**config.mk**
```make
export PLATFORM = sky130hd
export DESIGN_NAME = ramp_adc_ctrl
export DESIGN_NICKNAME = d
export VERILOG_FILES = /design/src/rtl/ramp_adc_pkg.sv /design/src/rtl/adc_sync_chain.sv /design/src/rtl/adc_code_delay.sv /design/src/rtl/adc_step_counter.sv /design/src/rtl/adc_ctl_fsm.sv /design/src/rtl/ramp_adc_ctrl.sv
export SDC_FILE = /design/constraint.sdc
export NUM_CORES = 1
export LEC_CHECK = 0
export BUFFER_PORTS_ARGS = -buffer_cell sky130_fd_sc_hd__buf_2
export CAP_MARGIN = 20
export CORE_MARGIN = 1.5
export CORE_UTILIZATION = 40
export CTS_CLUSTER_DIAMETER = 80
export DETAILED_ROUTE_END_ITERATION = 8
export GPL_TIMING_DRIVEN = 0
export PLACE_DENSITY = 0.63
export SLEW_MARGIN = 20
export SYNTH_ARGS = -nofsm -noshare
export SYNTH_HDL_FRONTEND = slang
export SYNTH_SLANG_ARGS = --single-unit
export TNS_END_PERCENT = 30
```
**constraint.sdc**
```tcl
create_clock -name clk -period 3.7 [get_ports clk]
set_clock_uncertainty 0.1 [all_clocks]
set_input_delay 0.555 -clock clk [delete_from_list [all_inputs] [get_ports clk]]
set_output_delay 0.555 -clock clk [all_outputs]
set_load 0.005 [all_outputs]
```
**src/rtl/ramp_adc_pkg.sv**
```systemverilog
package ramp_adc_pkg;

  typedef enum logic [1:0] {
    ST_IDLE  = 2'd0,
    ST_RAMP  = 2'd1,
    ST_TRACK = 2'd2
  } ctl_state_e;

  typedef enum logic [1:0] {
    OP_HOLD  = 2'd0,
    OP_CLEAR = 2'd1,
    OP_UP    = 2'd2,
    OP_DOWN  = 2'd3
  } cnt_op_e;

endpackage

```
**src/rtl/adc_sync_chain.sv**
```systemverilog
module adc_sync_chain #(
  parameter int STAGES = 2
) (
  input  logic clk,
  input  logic rst_n,
  input  logic d_i,
  output logic q_o
);

  logic [STAGES-1:0] pipe_q;
  logic [STAGES-1:0] pipe_d;

  generate
    if (STAGES == 1) begin : g_one
      always_comb pipe_d = d_i;
    end else begin : g_many
      always_comb pipe_d = {pipe_q[STAGES-2:0], d_i};
    end
  endgenerate

  always_ff @(posedge clk or negedge rst_n) begin
    if (!rst_n) pipe_q <= '0;
    else        pipe_q <= pipe_d;
  end

  assign q_o = pipe_q[STAGES-1];

endmodule

```
**src/rtl/adc_code_delay.sv**
```systemverilog
// Carries each driven code, tagged valid, alongside the synchronizer so
// the FSM knows which code the current comparator bit belongs to.
module adc_code_delay #(
  parameter int WIDTH  = 8,
  parameter int STAGES = 2
) (
  input  logic             clk,
  input  logic             rst_n,
  input  logic             clear_i,
  input  logic             vld_i,
  input  logic [WIDTH-1:0] code_i,
  output logic             vld_o,
  output logic [WIDTH-1:0] code_o
);

  logic [WIDTH-1:0] code_q [STAGES];
  logic [WIDTH-1:0] code_d [STAGES];
  logic             vld_q  [STAGES];
  logic             vld_d  [STAGES];

  generate
    for (genvar i = 0; i < STAGES; i++) begin : g_stage
      if (i == 0) begin : g_head
        always_comb begin
          code_d[i] = code_i;
          vld_d[i]  = clear_i ? 1'b0 : vld_i;
        end
      end else begin : g_body
        always_comb begin
          code_d[i] = code_q[i-1];
          vld_d[i]  = clear_i ? 1'b0 : vld_q[i-1];
        end
      end

      always_ff @(posedge clk or negedge rst_n) begin
        if (!rst_n) begin
          code_q[i] <= '0;
          vld_q[i]  <= 1'b0;
        end else begin
          code_q[i] <= code_d[i];
          vld_q[i]  <= vld_d[i];
        end
      end
    end
  endgenerate

  assign vld_o  = vld_q[STAGES-1];
  assign code_o = code_q[STAGES-1];

endmodule

```
**src/rtl/adc_step_counter.sv**
```systemverilog
module adc_step_counter
  import ramp_adc_pkg::*;
#(
  parameter int WIDTH = 8
) (
  input  logic             clk,
  input  logic             rst_n,
  input  cnt_op_e          op_i,
  output logic [WIDTH-1:0] count_o
);

  localparam logic [WIDTH-1:0] TOP = {WIDTH{1'b1}};

  logic [WIDTH-1:0] cnt_q;
  logic [WIDTH-1:0] cnt_d;
  logic             cnt_en;

  always_comb begin
    cnt_en = (op_i != OP_HOLD);
    unique case (op_i)
      OP_CLEAR: cnt_d = '0;
      OP_UP:    cnt_d = (cnt_q == TOP) ? cnt_q : cnt_q + 1'b1;
      OP_DOWN:  cnt_d = (cnt_q == '0)  ? cnt_q : cnt_q - 1'b1;
      default:  cnt_d = cnt_q;
    endcase
  end

  always_ff @(posedge clk or negedge rst_n) begin
    if (!rst_n)      cnt_q <= '0;
    else if (cnt_en) cnt_q <= cnt_d;
  end

  assign count_o = cnt_q;

endmodule

```
**src/rtl/adc_ctl_fsm.sv**
```systemverilog
module adc_ctl_fsm
  import ramp_adc_pkg::*;
#(
  parameter int WIDTH = 8
) (
  input  logic             clk,
  input  logic             rst_n,
  input  logic             start_i,
  input  logic             track_i,
  input  logic             cmp_s_i,
  input  logic             tap_vld_i,
  input  logic [WIDTH-1:0] tap_code_i,
  input  logic [WIDTH-1:0] count_i,
  output ctl_state_e       state_o,
  output cnt_op_e          op_o,
  output logic             done_o,
  output logic [WIDTH-1:0] result_o,
  output logic             over_o
);

  localparam logic [WIDTH-1:0] TOP = {WIDTH{1'b1}};

  ctl_state_e       state_q, state_d;
  logic             done_q, done_d;
  logic             over_q, over_d;
  logic [WIDTH-1:0] res_q, res_d;
  logic             res_en;

  always_comb begin
    state_d = state_q;
    op_o    = OP_HOLD;
    done_d  = 1'b0;
    over_d  = over_q;
    res_d   = res_q;
    unique case (state_q)
      ST_IDLE: begin
        if (track_i) begin
          state_d = ST_TRACK;
          over_d  = 1'b0;
        end else if (start_i) begin
          state_d = ST_RAMP;
          op_o    = OP_CLEAR;
          over_d  = 1'b0;
        end
      end
      ST_RAMP: begin
        if (track_i) begin
          state_d = ST_TRACK;
          over_d  = 1'b0;
        end else if (tap_vld_i && cmp_s_i) begin
          state_d = ST_IDLE;
          done_d  = 1'b1;
          res_d   = (tap_code_i == '0) ? '0 : tap_code_i - 1'b1;
        end else if (tap_vld_i && (tap_code_i == TOP)) begin
          state_d = ST_IDLE;
          done_d  = 1'b1;
          over_d  = 1'b1;
          res_d   = TOP;
        end else begin
          op_o = OP_UP;
        end
      end
      ST_TRACK: begin
        if (!track_i) begin
          state_d = ST_IDLE;
        end else begin
          op_o  = cmp_s_i ? OP_DOWN : OP_UP;
          res_d = count_i;
        end
      end
      default: state_d = ST_IDLE;
    endcase
    res_en = (res_d != res_q);
  end

  always_ff @(posedge clk or negedge rst_n) begin
    if (!rst_n) begin
      state_q <= ST_IDLE;
      done_q  <= 1'b0;
      over_q  <= 1'b0;
    end else begin
      state_q <= state_d;
      done_q  <= done_d;
      over_q  <= over_d;
    end
  end

  always_ff @(posedge clk or negedge rst_n) begin
    if (!rst_n)      res_q <= '0;
    else if (res_en) res_q <= res_d;
  end

  assign state_o  = state_q;
  assign done_o   = done_q;
  assign over_o   = over_q;
  assign result_o = res_q;

endmodule

```
**src/rtl/ramp_adc_ctrl.sv**
```systemverilog
module ramp_adc_ctrl
  import ramp_adc_pkg::*;
#(
  parameter int WIDTH       = 8,
  parameter int SYNC_STAGES = 2
) (
  input  logic             clk,
  input  logic             rst_n,
  input  logic             start_i,
  input  logic             track_i,
  input  logic             cmp_above_i,
  output logic [WIDTH-1:0] dac_code_o,
  output logic [WIDTH-1:0] result_o,
  output logic             done_o,
  output logic             over_range_o
);

  logic [1:0]       rst_pipe_q;
  logic             core_rst_n;
  logic             cmp_s;
  logic             tap_vld;
  logic [WIDTH-1:0] tap_code;
  logic [WIDTH-1:0] count;
  ctl_state_e       ctl_state;
  cnt_op_e          cnt_op;

  // reset: asserted at once, released after two clock edges
  always_ff @(posedge clk or negedge rst_n) begin
    if (!rst_n) rst_pipe_q <= 2'b00;
    else        rst_pipe_q <= {rst_pipe_q[0], 1'b1};
  end
  assign core_rst_n = rst_pipe_q[1];

  adc_sync_chain #(.STAGES(SYNC_STAGES)) u_sync (
    .clk   (clk),
    .rst_n (core_rst_n),
    .d_i   (cmp_above_i),
    .q_o   (cmp_s)
  );

  adc_code_delay #(.WIDTH(WIDTH), .STAGES(SYNC_STAGES)) u_delay (
    .clk     (clk),
    .rst_n   (core_rst_n),
    .clear_i (cnt_op == OP_CLEAR),
    .vld_i   (ctl_state == ST_RAMP),
    .code_i  (count),
    .vld_o   (tap_vld),
    .code_o  (tap_code)
  );

  adc_step_counter #(.WIDTH(WIDTH)) u_cnt (
    .clk     (clk),
    .rst_n   (core_rst_n),
    .op_i    (cnt_op),
    .count_o (count)
  );

  adc_ctl_fsm #(.WIDTH(WIDTH)) u_fsm (
    .clk        (clk),
    .rst_n      (core_rst_n),
    .start_i    (start_i),
    .track_i    (track_i),
    .cmp_s_i    (cmp_s),
    .tap_vld_i  (tap_vld),
    .tap_code_i (tap_code),
    .count_i    (count),
    .state_o    (ctl_state),
    .op_o       (cnt_op),
    .done_o     (done_o),
    .result_o   (result_o),
    .over_o     (over_range_o)
  );

  assign dac_code_o = count;

endmodule

```
==> run metrics <==
status completed; Worst setup SP type flop; Ports 23; dpl cell area 2640 sq um; clk root buf clkbuf_8; Worst Path Arrival 3.52 ns; GRT overflow 0; initial antenna violation count 0; Synth Area per Inst 9.19 sq um; Num Clock Sinks 42; Synth Net Count 278; Cell Chain, Critical Path inv_1, ha_1, buf_4, and4b_2, nor2_4, a21o_4, inv_2, ha_1, and4_1, nor3_1, a221oi_2, a311oi_2, mux2i_1, xor2_1, o21ai_1; critical path's slowest cell dfrtp_1; Synth Register Bits 42; clk slew on worst S/H paths 0.10 ns; CTS tree done; total CTS buffers 5; Setup Buffers After CTS 0; max-slew violation count 0; fillcell total 596; Worst EP required 3.80 ns; R2R Path Start u_fsm.state_o[0]$_DFFE_PN0P_; Antenna Cells 0; Synth cell types 51; Critical Path End Type flop; Post-Route WL 5.68 mm; Fmax achieved 293 MHz; reg2reg setup slack 0.29 ns; nets 309; Initial DRC Count 87; post-synthesis cell count 263; total track usage 19.2%; Vias 1997; 1st-pass router iterations 4; core area 5890 sq um; top_reg_cell synth dfrtp_1; largest net degree at the start of global routing 29; vias in the first global route 1944; post-synthesis sequential area ratio 43.5%; # rows 28; Leak Pwr 0.00133 uW; synth-to-layout area growth 13.9%; port bufs 22; worst-margin pin slew 0.548 ns; Setup Viol. Count Final 0; Starting Density 41.1%; Cell Pwr Density 635 nW/um^2; slew margin rel. 63.3%; Max stage delay on crit path 0.42 ns; Critical path destination u_cnt.count_o[7]$_DFFE_PN0P_; die area 6520 sq um; fin crit period 3.41 ns; total power 1750 uW; Peak VDD IR 0.000243 V; WL met1 2.56 mm; layout cell share with drive strength beyond 1 19.0%; H-tree levels 2; die height 80.7 um; GP Congestion 0.876; Critical path buffers and inverters 3; met2 wire length 2.75 mm; worst-path fanout max 9; Hold Fails Final Rpt 0; Routed WL per cell 15.3 um; global-route wire length before repair 9.47 mm; CP dominant cell by count ha_1; post-route ant nets 0; HPWL Detailed 4.27 mm; reg2reg path depth 15; die width 80.7 um; clk_lat worst skew 0.31 ns; EDFF count, synth 0; max cap viols 0; RSZ-0062 raised after global routing false; Tcrit/Tclk final 92.2%; Min-Delay Path Class reg -> async; synthesized area 2420 sq um; critical path type reg -> reg; CP top delay family simple AND/OR/NAND/NOR gates; clock buffer depth 2; WL met3 278 um; YS warnings 0; asr flop ratio synth 100%; Critical Path Start u_fsm.state_o[0]$_DFFE_PN0P_; Layout Cell Area excl Fill 2750 sq um; via density per instance 5.40; Critical R2R Capture u_cnt.count_o[7]$_DFFE_PN0P_; Max Used Layer met4; WP depth 15; Setup Total Neg Slack 0 ns; DR DRC count 0
layout make-up:
cell class / count / area (sq um) / area share, %
Timing Repair Buffer: 24 / 140 / 5.09
Tap cell: 75 / 93.8 / 3.41
Sequential cell: 42 / 1050 / 38.2
Clock buffer: 5 / 68.8 / 2.50
Clock inverter: 3 / 26.3 / 0.954
Buffer: 15 / 91.3 / 3.32
Multi-Input combinational cell: 190 / 1220 / 44.3
Inverter: 16 / 60.1 / 2.18
cell usage in the layout (no fill, tap or decap), drive strengths merged, types with 4 or more instances in the layout:
master,Yosys,layout
a21oi,20,20
a31oi,4,4
buf,10,33
clkbuf,5,10
dfrtp,42,42
ha,10,10
inv,16,19
mux2i,5,5
nand2,27,27
nand3,5,5
nand4,4,4
nor2,31,31
nor3,10,10
o211ai,5,5
o21a,4,4
o21ai,16,16
o22ai,6,6
xnor2,5,5
xor2,6,6
logic make-up (layout without fill, tap and decap cells):
group,count (synthesis),after routing,share of synthesized area (%)
buffers and inverters,31,63,6.26
other,1,1,0.155
adders and majority gates,10,10,5.18
and+or+nand+nor,92,92,18.7
AOI/OAI and AO/OA,71,71,20.1
xor gates and xnor gates,11,11,3.99
muxes,5,5,2.07
DFF,42,42,43.5
layer usage:
layer | vias up | track usage [%]
met2 | 50 | 32.4
met1 | 948 | 24.6
li1 | 986 | -
met4 | 0 | 6.55
met3 | 13 | 3.93
met5 | - | 0
power breakdown:
| group | leakage, uW | internal (uW) | total (uW) | switching (uW) |
|---|---|---|---|---|
| Combinational | 0.000715 | 310 | 801 | 491 |
| Sequential | 0.000568 | 539 | 618 | 79.2 |
| Clock | 0.0000495 | 140 | 329 | 188 |
| Total | 0.00133 | 989 | 1750 | 759 |
what timing repair did:
item,4_1_cts,5_1_grt
setup endpoints to repair,0,1
hold endpoints to repair,2,0
hold buffers,1,0
gates resized for setup,0,2
how the worst min path moves through the flow:
stage	startpoint	end	slack [ns]	depth (start not counted)
5_1_grt	rst_pipe_q[1]$_DFF_PN0_	u_cnt.count_o[3]$_DFFE_PN0P_	0.09	0
3_5_place_dp	rst_pipe_q[1]$_DFF_PN0_	u_delay.code_d[0]$_DFF_PN0_	0.07	0
2_1_floorplan	rst_n	rst_pipe_q[0]$_DFF_PN0_	0.16	0
4_1_cts	rst_pipe_q[1]$_DFF_PN0_	u_cnt.count_o[3]$_DFFE_PN0P_	0.08	0
6_report	rst_pipe_q[1]$_DFF_PN0_	u_cnt.count_o[2]$_DFFE_PN0P_	0.06	0
3_3_place_gp	u_delay.code_d[7]$_DFF_PN0_	u_delay.code_o[7]$_DFF_PN0_	0.23	0
sequential cells by signal (all words and copies together) (netlist names):
name / count
u_fsm.done_o: 1
u_fsm.state_o: 2
rst_pipe_q: 2
u_cnt.count_o: 8
u_sync.pipe_q: 2
u_fsm.over_o: 1
u_fsm.result_o: 8
u_delay.code_o: 8
u_delay.vld_o: 1
u_delay.code_d: 8
u_delay.vld_q: 1
cell usage after synthesis, drive strengths merged (4+ instances only):
| library cell | n | area, sq um |
|---|---|---|
| a21oi | 20 | 100 |
| a31oi | 4 | 25.0 |
| buf | 10 | 72.6 |
| clkbuf | 5 | 18.8 |
| dfrtp | 42 | 1050 |
| ha | 10 | 125 |
| inv | 16 | 60.1 |
| mux2i | 5 | 50.1 |
| nand2 | 27 | 101 |
| nand3 | 5 | 30.0 |
| nand4 | 4 | 37.5 |
| nor2 | 31 | 119 |
| nor3 | 10 | 50.1 |
| o211ai | 5 | 51.3 |
| o21a | 4 | 30.0 |
| o21ai | 16 | 80.1 |
| o22ai | 6 | 37.5 |
| xnor2 | 5 | 43.8 |
| xor2 | 6 | 52.6 |
per-stage QoR:
step	cells	hold WS, ns	setup WS (ns)	utilization (%)
6_report	370	0.0573	0.288	46.8
5_1_grt	370	0.0925	0.0125	46.8
4_1_cts	370	0.0770	0.216	46.7
3_5_place_dp	361	0.0750	0.252	44.9
3_3_place_gp	360	0.232	0.268	44.5
2_1_floorplan	263	0.159	0.582	-
Power figures use the tool's default switching activity.
